<file path="src/rtl/kbd_seq_pkg.sv">
package kbd_seq_pkg;
  localparam int unsigned CODE_W    = 8;
  localparam int unsigned BIT_TOP   = CODE_W - 1;  // clear on plain key codes
  localparam int unsigned BIT_SUB   = CODE_W - 2;  // splits 0x80-0xBF from prefixes
  localparam int unsigned BIT_REL   = 4;           // release prefix vs extend prefix
  localparam int unsigned BIT_PAUSE = 0;           // 0xE1 vs 0xE0

  typedef logic [CODE_W-1:0] code_t;

  typedef struct packed {
    logic e1;  // pause prefix seen
    logic e0;  // extended map
    logic f0;  // release pending
  } seq_state_t;

  typedef struct packed {
    logic low;      // plain key code
    logic hi;       // prefix range
    logic mid;      // 0x80-0xBF
    logic rel_pfx;  // release prefix class
    logic ext_pfx;  // extend prefix class
    logic pause;    // bit 0 of byte
  } byte_cls_t;

  localparam seq_state_t ST_IDLE = '0;
endpackage

</file>
<file path="src/rtl/kbd_byte_class.sv">
module kbd_byte_class
  import kbd_seq_pkg::*;
(
  input  code_t     byte_i,
  output byte_cls_t cls_o
);
  logic top_b, sub_b;

  always_comb begin
    top_b         = byte_i[BIT_TOP];
    sub_b         = byte_i[BIT_SUB];
    cls_o.low     = ~top_b;
    cls_o.hi      = top_b & sub_b;
    cls_o.mid     = top_b & ~sub_b;
    cls_o.rel_pfx = cls_o.hi & byte_i[BIT_REL];
    cls_o.ext_pfx = cls_o.hi & ~byte_i[BIT_REL];
    cls_o.pause   = byte_i[BIT_PAUSE];
  end
endmodule

</file>
<file path="src/rtl/kbd_seq_fsm.sv">
module kbd_seq_fsm
  import kbd_seq_pkg::*;
(
  input  logic       clk_i,
  input  logic       rst_ni,
  input  logic       vld_i,
  input  byte_cls_t  cls_i,
  output seq_state_t st_o,
  output logic       emit_o
);
  seq_state_t st_q, st_d;
  logic       norm_b;

  always_comb begin
    norm_b  = ~st_q.e1 & cls_i.low;
    st_d.f0 = cls_i.rel_pfx | (st_q.e1 & cls_i.low & st_q.f0);  // skip keeps release
    st_d.e1 = cls_i.hi & (st_q.e1 | (cls_i.ext_pfx & cls_i.pause));
    st_d.e0 = st_q.e1 | (~norm_b & (st_q.e0 | cls_i.ext_pfx));
  end

  always_ff @(posedge clk_i or negedge rst_ni) begin
    if (!rst_ni)    st_q <= ST_IDLE;
    else if (vld_i) st_q <= st_d;
  end

  assign st_o   = st_q;
  assign emit_o = vld_i & cls_i.low & ~st_q.e1;

  p_idle_hold_r8: assert property (@(posedge clk_i) disable iff (!rst_ni)
    !vld_i |=> $stable(st_q));
  p_no_unused_r5: assert property (@(posedge clk_i) disable iff (!rst_ni)
    st_q.e1 |-> st_q.e0);
  p_rel_sets_f0_r3: assert property (@(posedge clk_i) disable iff (!rst_ni)
    vld_i && cls_i.rel_pfx |=> st_q.f0);
  p_emit_to_idle_r10: assert property (@(posedge clk_i) disable iff (!rst_ni)
    emit_o |=> (st_q == ST_IDLE));
  p_mid_keeps_e0_r9: assert property (@(posedge clk_i) disable iff (!rst_ni)
    vld_i && cls_i.mid |=> !st_q.f0 && !st_q.e1 && (st_q.e0 == $past(st_q.e0)));
endmodule

</file>
<file path="src/rtl/kbd_evt_reg.sv">
module kbd_evt_reg
  import kbd_seq_pkg::*;
(
  input  logic  clk_i,
  input  logic  rst_ni,
  input  logic  emit_i,
  input  code_t code_i,
  input  logic  ext_i,
  input  logic  brk_i,
  output logic  evt_vld_o,
  output code_t evt_code_o,
  output logic  evt_ext_o,
  output logic  evt_brk_o
);
  always_ff @(posedge clk_i or negedge rst_ni) begin
    if (!rst_ni) begin
      evt_vld_o  <= 1'b0;
      evt_code_o <= '0;
      evt_ext_o  <= 1'b0;
      evt_brk_o  <= 1'b0;
    end else begin
      evt_vld_o <= emit_i;
      if (emit_i) begin
        evt_code_o <= code_i;
        evt_ext_o  <= ext_i;
        evt_brk_o  <= brk_i;
      end
    end
  end

  p_evt_code_low_r2: assert property (@(posedge clk_i) disable iff (!rst_ni)
    evt_vld_o |-> !evt_code_o[BIT_TOP]);
  p_emit_next_r2: assert property (@(posedge clk_i) disable iff (!rst_ni)
    emit_i |=> evt_vld_o && (evt_code_o == $past(code_i)));
endmodule

</file>
<file path="src/rtl/kbd_seq_decoder.sv">
module kbd_seq_decoder
  import kbd_seq_pkg::*;
(
  input  logic              clk_i,
  input  logic              rst_ni,
  input  logic [CODE_W-1:0] byte_i,
  input  logic              byte_vld_i,
  output logic              evt_vld_o,
  output logic [CODE_W-1:0] evt_code_o,
  output logic              evt_ext_o,
  output logic              evt_brk_o
);
  byte_cls_t  cls;
  seq_state_t st;
  logic       emit;

  kbd_byte_class u_cls (
    .byte_i (byte_i),
    .cls_o  (cls)
  );

  kbd_seq_fsm u_fsm (
    .clk_i  (clk_i),
    .rst_ni (rst_ni),
    .vld_i  (byte_vld_i),
    .cls_i  (cls),
    .st_o   (st),
    .emit_o (emit)
  );

  kbd_evt_reg u_evt (
    .clk_i      (clk_i),
    .rst_ni     (rst_ni),
    .emit_i     (emit),
    .code_i     (byte_i),
    .ext_i      (st.e0),
    .brk_i      (st.f0),
    .evt_vld_o  (evt_vld_o),
    .evt_code_o (evt_code_o),
    .evt_ext_o  (evt_ext_o),
    .evt_brk_o  (evt_brk_o)
  );

  p_prefix_silent_r7: assert property (@(posedge clk_i) disable iff (!rst_ni)
    byte_vld_i && byte_i[BIT_TOP] |=> !evt_vld_o);
  p_pulse_one_r10: assert property (@(posedge clk_i) disable iff (!rst_ni)
    evt_vld_o |-> $past(byte_vld_i));
endmodule

</file>
<file path="config.mk">
export PLATFORM = sky130hd
export DESIGN_NAME = kbd_seq_decoder
export DESIGN_NICKNAME = d
export VERILOG_FILES = /design/src/rtl/kbd_seq_pkg.sv /design/src/rtl/kbd_byte_class.sv /design/src/rtl/kbd_seq_fsm.sv /design/src/rtl/kbd_evt_reg.sv /design/src/rtl/kbd_seq_decoder.sv
export SDC_FILE = /design/constraint.sdc
export NUM_CORES = 1
export LEC_CHECK = 0
export BUFFER_PORTS_ARGS = -buffer_cell sky130_fd_sc_hd__buf_4
export CAP_MARGIN = 40
export CORE_UTILIZATION = 32
export DETAILED_ROUTE_END_ITERATION = 12
export SETUP_SLACK_MARGIN = 0.5
export SYNTH_ARGS = -nofsm -noshare
export SYNTH_HDL_FRONTEND = slang
export SYNTH_SLANG_ARGS = --single-unit
</file>
<file path="constraint.sdc">
create_clock -name clk_i -period 1.74 [get_ports clk_i]
set_clock_uncertainty 0.15 [all_clocks]
set_input_delay 0.348 -clock clk_i [delete_from_list [all_inputs] [get_ports clk_i]]
set_output_delay 0.348 -clock clk_i [all_outputs]
set_load 0.1 [all_outputs]
</file>
==> summary.txt, run 1 <==
status = finished with violations
violated checks = design-rule violations
PD cells = 1340 nW/um2
Post-DRT Antenna Nets = 0
multi-input combinational cell area = 211 um2
Setup crit start kind = flip-flop
hold_ws = 0.130 ns
clock tree from TritonCTS = yes
crit path kind = reg2reg
drt total wl = 1.04 mm
cell count of the worst hold path = 2
synthesis-to-finish area growth = 70.9%
synth cell count leaders = dfrtp_1 (14), mux2_2 (9), inv_1 (2), nand2_1 (2)
Slowest cell on crit path = dfrtp_1
drt wl/cell = 12.9 um
Std-Cell Core Area = 1560 um2
Req. time, crit path = 1.75 ns
Synth Area in Simple Gates = 8.01%
R2R setup slack = 0.35 ns
vias in the first global route = 387
Pre-antenna DRT Iters = 9
r2r worst-path depth = 3
dominant cells by area after synthesis = dfrtp_1 (64%), mux2_2 (19%), nor3b_4 (3.4%)
H-tree depth = 1
first-pass GRT wire length = 1.66 mm
final core occ = 60.0%
Post-synth EDFFs = 0
LEAKAGE = 0.000437 uW
Max Clock Freq = 0.717 GHz
Final setup viols = 0
endpoint type of the worst setup path = flip-flop
mux share of post-synthesis cell area = 18.5%
CP peak stage delay = 0.41 ns
unrepaired setup endpoints after global routing = yes
arrival time of the worst setup path = 1.40 ns
via density per instance = 4.84
crit-path cells = nor3b_4, buf_6, mux2_4
Worst Tran Pin Value = 0.203 ns
row cnt = 14
RR Startpoint = u_fsm.st_o[2]$_DFFE_PN0P_
CTS buffer count = 3
Seq/Total Area, Yosys = 64.1%
post-synthesis adder-cell area fraction = 0%
Ant. Diodes = 0
die area = 1880 um2
number of unique standard cell types used by synthesis = 14
Synth Warn # = 0
top-area cell type share of the netlist area = 64.1%
Overflow after GRT = 0
Layout fillers = 130
Iteration-0 DRC Markers = 9
crit-path max FO = 6
period utilization = 80.1%
Slew Limit Fails = 0
syn nets = 48
worst hold-check path type = in2reg
sum of net half-perimeters after detailed placement = 717 um
largest family of logic cells by synthesized area = multiplexers
Starting Density = 35.1%
Root Driver = clkbuf_4
max_slew headroom = 86.4%
Die W = 43.3 um
Hold Crit Start = byte_vld_i
Fin. Hold Viols = 0
gpl congestion = 0.684
antenna violations before repair = 0
area leader, netlist = dfrtp_1
synthesized instance count = 37
IO Count = 22
FF/Latch Area = 364 um2
ys async rst share = 100%
share of post-route cells with drive strength above 1 = 76.9%
Layout Nets = 77
final setup TNS = 0 ns
Total GRT Usage = 12.5%
post-synthesis register bit count = 14
Synth Area in Compound Gates = 5.95%
Vias = 392
CTS Sinks = 14
most frequent cell after synthesis = dfrtp_1
worst setup path startpoint = u_fsm.st_o[2]$_DFFE_PN0P_
clk_lat worst skew = 0.27 ns
XOR/XNOR Fraction of Synth Area = 0%
Clock Path Buffers = 2
Avg Inst Size Synth = 14.8 um2
Clock Pin Slew Worst Setup and Hold Paths = 0.08 ns
leading register cell type out of synthesis = dfrtp_1
mapped cell area = 547 um2
VDD IR-drop max = 0.675 mV
Die Y = 43.3 um
IO buf count = 21
largest net degree at the start of global routing = 15
Tmin final = 1.39 ns
Max-Cap Viols = 0
# DRC = 5
## flip-flops by register name (all words and copies together), names as in the netlist
register	count
u_evt.evt_code_o	8
u_fsm.st_o	3
u_evt.evt_brk_o	1
u_evt.evt_ext_o	1
u_evt.evt_vld_o	1
## metal layers
| metal | vias to the layer above | global-route usage [%] | wire length [um] |
|---|---|---|---|
| met5 | - | 0 | 0 |
| met4 | 0 | 9.38 | 0 |
| met3 | 0 | 4.17 | 65 |
| met2 | 14 | 17.0 | 473 |
| met1 | 194 | 16.5 | 504 |
| li1 | 184 | - | - |
## critical path, delay by kind of cell (launching register included)
family,cells,cell delay [ns]
AND/OR/NAND/NOR,1,0.25
buffers and inverters,1,0.17
multiplexers,1,0.30
flip-flops,1,0.41
## what timing repair did
action,CTS,global route
pin swaps,0,1
resized for setup,14,21
endpoints found under the setup margin,21,21
hold endpoints to repair,14,0
buffers inserted,1,0
hold buffers,1,0
## through the flow
step | cells | setup WS, ns | total power [uW] | area [um2]
2_1_floorplan | 37 | 0.356 | 780 | 561
3_3_place_gp | 75 | 0.286 | 889 | 742
3_5_place_dp | 75 | 0.268 | 892 | 742
4_1_cts | 81 | 0.345 | 1170 | 850
5_1_grt | 81 | 0.298 | 1300 | 935
6_report | 81 | 0.346 | 1250 | 935
## path summary, 6_finish.rpt
check | to
worst max-delay path | u_evt.evt_brk_o$_DFFE_PN0P_
worst min-delay path | u_fsm.st_o[2]$_DFFE_PN0P_
worst max register to register | u_evt.evt_brk_o$_DFFE_PN0P_
worst min register to register | u_fsm.st_o[0]$_DFFE_PN0P_
max in group asynchronous | u_evt.evt_code_o[3]$_DFFE_PN0P_
min in group asynchronous | u_evt.evt_vld_o$_DFF_PN0_
## area by class of cell
| class | count | share of cell area (%) |
|---|---|---|
| flip-flops and latches | 14 | 39.0 |
| inverters | 2 | 0.803 |
| well taps | 16 | 2.14 |
| clock buffers | 4 | 3.88 |
| multi-input cells | 20 | 22.6 |
| repair buffers | 25 | 31.6 |
## placed cells by master, fill, tap and decap left out, types with 2 or more instances in the layout
cell type,instances
inv_1,2
buf_4,11
buf_12,6
buf_6,6
nand2_1,2
dfrtp_2,11
clkbuf_4,3
mux2_4,9
dfrtp_1,3
## power by group
part	total [uW]	switching, uW	internal (uW)
clock	229	102	127
sequential	428	46.3	382
combinational	591	370	221
## cell families (layout without fill, tap and decap cells)
kind of cell,after synthesis,in the layout
AO/OA/AOI/OAI,5,5
AND/OR/NAND/NOR,6,6
multiplexers,9,9
flip-flops,14,14
buffers and inverters,3,31
No activity file was read; power rests on OpenSTA's default activity.
==> run 2: changes to the inputs <==
- clock period: 1.74 -> 1.3 ns (I/O delays scaled with it)
==> summary.txt, run 2 (synthesis gave the netlist of run 1 again) <==
Total GRT Usage = 15.0%
largest register by flop count = u_evt.evt_code_o
first-pass GRT wire length = 1.90 mm
Fin. Hold Viols = 0
cell-internal power = 1040 uW
Combinational Power Share = 47.6%
cell count of the worst hold path = 2
IO Count = 22
Pre-antenna DRT Iters = 7
hold_ws = 0.0526 ns
gpl congestion = 0.669
H-tree depth = 1
Max Clock Freq = 0.725 GHz
worst slack at placement = -0.0700 ns
Ant. Diodes = 0
crit-path max FO = 7
period utilization = 106%
total power = 1750 uW
Root Driver = clkbuf_4
Req. time, crit path = 1.32 ns
Clock Path Buffers = 2
CTS buffer count = 3
Setup crit start kind = flip-flop
PD cells = 1730 nW/um2
endpoint type of the worst setup path = flip-flop
Flop pwr share = 34.5%
Layout fillers = 122
# DRC = 4
Layout Nets = 79
drt wl/cell = 13.5 um
clk_lat worst skew = 0.28 ns
share of post-route cells with drive strength above 1 = 79.1%
Overflow after GRT = 0
Setup WS post-layout = -0.0787 ns
largest net degree at the start of global routing = 15
r2r worst-path depth = 3
CTS Sinks = 14
Std-Cell Core Area = 1560 um2
Die W = 43.3 um
commonest non-fill, non-tap cells in the layout = buf_4 (15), buf_12 (11), dfrtp_4 (10)
vias in the first global route = 424
VDD IR-drop max = 0.954 mV
synthesis-to-finish area growth = 85.6%
clock share of power = 17.9%
sum of net half-perimeters after detailed placement = 777 um
clock tree from TritonCTS = yes
violated checks = design-rule violations, negative setup slack
Vias = 408
Tmin final = 1.38 ns
unrepaired setup endpoints after global routing = yes
Die Y = 43.3 um
final std cells w/o fill = 83
via density per instance = 4.92
Slew Limit Fails = 0
row cnt = 14
Starting Density = 35.1%
Clock Pin Slew Worst Setup and Hold Paths = 0.08 ns
worst hold-check path type = in2reg
Psw = 713 uW
antenna violations before repair = 0
Post-DRT Antenna Nets = 0
IO buf count = 21
die area = 1880 um2
LEAKAGE = 0.000453 uW
Iteration-0 DRC Markers = 6
Net Sw Frac = 40.6%
max_slew headroom = 87.3%
dpl cells = 77
status = finished with violations
crit path kind = reg2reg
number of flip-flops in the largest register = 8
commonest non-fill, non-tap cell in the layout = buf_4
Final setup viols = 19
Max-Cap Viols = 0
drt total wl = 1.12 mm
arrival time of the worst setup path = 1.40 ns
Worst Tran Pin Value = 0.189 ns
run 2: cell count changes in the layout (fill, tap and decap cells not counted), moves of 2 or more:
cell / before / now
dfrtp_2: 11 / 1
buf_6: 6 / 0
buf_12: 6 / 11
mux2_2: 0 / 2
mux2_4: 9 / 7
buf_4: 11 / 15
dfrtp_4: 0 / 10
run 2: per-stage QoR:
step	util, %	setup TNS (ns)	instance area (um2)
final	65.1	-1.17	1010
after global routing	65.1	-1.96	1010
after global placement	51.8	-0.360	808
after detailed placement	51.8	-0.490	808
after CTS	63.6	-1.39	992
after floorplan	-	-0.535	612
run 2: timing repair:
item,CTS,global route
endpoints found under the setup margin,25,25
hold buffers,1,0
resized for setup,33,1
hold endpoints to repair,14,0
pin swaps,0,0
setup buffers,0,1
run 2: worst paths after layout:
check / from / to / slack [ns]
setup reg to reg: u_fsm.st_o[2]$_DFFE_PN0P_ / u_evt.evt_code_o[5]$_DFFE_PN0P_ / -0.08
min in group asynchronous: rst_ni / u_evt.evt_code_o[0]$_DFFE_PN0P_ / 0.20
setup / recovery: u_fsm.st_o[2]$_DFFE_PN0P_ / u_evt.evt_code_o[5]$_DFFE_PN0P_ / -0.08
hold / removal: byte_i[1] / u_evt.evt_code_o[1]$_DFFE_PN0P_ / 0.05
max in group asynchronous: rst_ni / u_evt.evt_code_o[1]$_DFFE_PN0P_ / 0.62
hold reg to reg: u_fsm.st_o[0]$_DFFE_PN0P_ / u_fsm.st_o[0]$_DFFE_PN0P_ / 0.36
run 2: routing by layer:
metal  GRT usage, %  part of all wire [%]
met1           19.2                    43
met2           20.9                    48
met3           7.92                   8.4
met4           7.50                   1.1
met5              0                     0
run 2: area by class of cell:
| cell class | count | area, um2 | area share, % |
|---|---|---|---|
| tap | 16 | 20.0 | 1.97 |
| timing repair buffer | 27 | 343 | 33.8 |
| clock buffer | 4 | 36.3 | 3.58 |
| inverter | 2 | 7.51 | 0.740 |
| multi-input combinational | 20 | 219 | 21.6 |
| sequential | 14 | 389 | 38.3 |
run 2: critical path, stage by stage (launching register included):
cell and delay [ns]:
dfrtp_1 0.42, nor3b_4 0.19, buf_4 0.20, mux2_4 0.31
run 2: power groups by stage:
| stage | Clock, uW | Sequential, uW | Combinational (uW) |
|---|---|---|---|
| floorplan | 0 | 997 | 107 |
| global placement | 0 | 581 | 671 |
| detailed placement | 0 | 584 | 674 |
| CTS | 332 | 607 | 822 |
| global route | 351 | 615 | 858 |
| finish | 314 | 605 | 834 |
==> run 3: changes to the inputs <==
- CELL_PAD_IN_SITES_DETAIL_PLACEMENT: not set -> 1
- CELL_PAD_IN_SITES_GLOBAL_PLACEMENT: not set -> 2
- CORE_UTILIZATION: 32 -> 28
- PLACE_DENSITY_LB_ADDON: not set -> 0.1
==> summary.txt, run 3 (synthesis gave the netlist of run 1 again) <==
largest net degree at the start of global routing = 15
Hold Crit Start = byte_i[1]
max_slew headroom = 85.5%
RR Startpoint = u_fsm.st_o[2]$_DFFE_PN0P_
Worst Tran Pin Value = 0.217 ns
status = finished with violations
CTS Sinks = 14
# DRC = 0
IO Count = 22
number of flip-flops in the largest register = 8
RR Endpoint = u_evt.evt_code_o[0]$_DFFE_PN0P_
antenna violations before repair = 0
endpoint type of the worst setup path = flip-flop
largest register by flop count = u_evt.evt_code_o
arrival time of the worst setup path = 1.42 ns
crit path kind = reg2reg
Final setup viols = 19
CTS buffer count = 3
PD cells = 1650 nW/um2
H-tree depth = 1
crit-path max FO = 5
Root Driver = clkbuf_4
Pre-antenna DRT Iters = 2
Max Clock Freq = 0.716 GHz
CP peak stage delay = 0.42 ns
synthesis-to-finish area growth = 100%
Layout Nets = 83
Tmin final = 1.40 ns
Clock Path Buffers = 2
drt total wl = 1.48 mm
Post-DRT Antenna Nets = 0
Die Y = 46.2 um
r2r worst-path depth = 3
hold_ws = 0.0536 ns
unrepaired setup endpoints after global routing = yes
VDD IR-drop max = 0.938 mV
first-pass GRT wire length = 2.19 mm
Starting Density = 30.7%
Std-Cell Core Area = 1780 um2
Iteration-0 DRC Markers = 1
commonest non-fill, non-tap cell in the layout = buf_4
sum of net half-perimeters after detailed placement = 956 um
gpl congestion = 0.663
Setup crit start kind = flip-flop
LEAKAGE = 0.000488 uW
Overflow after GRT = 0
period utilization = 107%
Req. time, crit path = 1.32 ns
violated checks = negative setup slack
via density per instance = 4.51
die area = 2130 um2
Slowest cell on crit path = dfrtp_1
Clock Pin Slew Worst Setup and Hold Paths = 0.09 ns
Fin. Hold Viols = 0
row cnt = 15
share of post-route cells with drive strength above 1 = 87.3%
worst hold-check path type = in2reg
commonest non-fill, non-tap cells in the layout = buf_4 (16), buf_12 (11), dfrtp_4 (10)
Max-Cap Viols = 0
cell count of the worst hold path = 2
Setup WS post-layout = -0.0965 ns
Total GRT Usage = 15.4%
Vias = 433
Post-DP Area = 835 um2
Slew Limit Fails = 0
Layout fillers = 159
R2R setup slack = -0.1 ns
IO buf count = 21
clock tree from TritonCTS = yes
Hold EP = u_evt.evt_code_o[1]$_DFFE_PN0P_
clk_lat worst skew = 0.28 ns
Die W = 46.2 um
vias in the first global route = 470
crit-path cells = nor3b_4, buf_6, mux2_4
Ant. Diodes = 0
fin area = 1090 um2
drt wl/cell = 15.4 um
run 3: final cells by class:
cell class                 count  area [um2]  share of cell area [%]
clock buffer                   4        36.3                    3.31
multi-input combinational     20         246                    22.5
tap                           25        31.3                    2.86
timing repair buffer          31         384                    35.1
sequential                    14         389                    35.5
inverter                       2        7.51                   0.686
run 3: worst max-delay path: cells and delay by family, from the launching register on:
family                 cells  cell delay (ns)
DFF                        1             0.42
and+or+nand+nor            1             0.24
muxes                      1             0.30
buffers and inverters      1             0.17
run 3: stage by stage:
stage / setup TNS, ns / worst slack, ns / util [%] / total power (uW) / std cells
floorplan: -0.535 / -0.0764 / - / 1100 / 37
global placement: -0.400 / -0.0519 / 46.8 / 1260 / 88
detailed placement: -0.561 / -0.0768 / 46.8 / 1270 / 88
CTS: -1.39 / -0.0903 / 57.5 / 1770 / 93
global route: -2.15 / -0.137 / 61.4 / 1870 / 96
finish: -1.39 / -0.0965 / 61.4 / 1800 / 96
run 3: worst max-delay path by stage:
stage / from / to / slack (ns)
floorplan: u_fsm.st_o[2]$_DFFE_PN0P_ / u_evt.evt_brk_o$_DFFE_PN0P_ / -0.08
finish: u_fsm.st_o[2]$_DFFE_PN0P_ / u_evt.evt_code_o[0]$_DFFE_PN0P_ / -0.1
CTS: u_evt.evt_code_o[0]$_DFFE_PN0P_ / evt_code_o[0] / -0.09
global placement: byte_i[7] / u_evt.evt_code_o[4]$_DFFE_PN0P_ / -0.05
detailed placement: byte_i[7] / u_evt.evt_code_o[0]$_DFFE_PN0P_ / -0.08
global route: u_fsm.st_o[2]$_DFFE_PN0P_ / u_evt.evt_code_o[0]$_DFFE_PN0P_ / -0.14
run 3: layer usage:
layer,share of wire (%),track usage (%),vias to the layer above
li1,-,-,196
met1,42,19.2,218
met2,53,25.9,17
met3,3.7,3.53,2
met4,1.2,5.29,0
met5,0,0,-
run 3: repair_timing:
item / CTS / global route
hold endpoints to repair: 14 / 0
setup endpoints to repair: 25 / 25
hold buffers: 1 / 0
gates resized for setup: 35 / 9
gates cloned: 0 / 0
buffers inserted: 0 / 3
run 3: power by group:
group	total, uW	switching [uW]	internal [uW]
clock	321	151	170
sequential	610	74.1	536
combinational	874	514	359
total	1800	739	1070
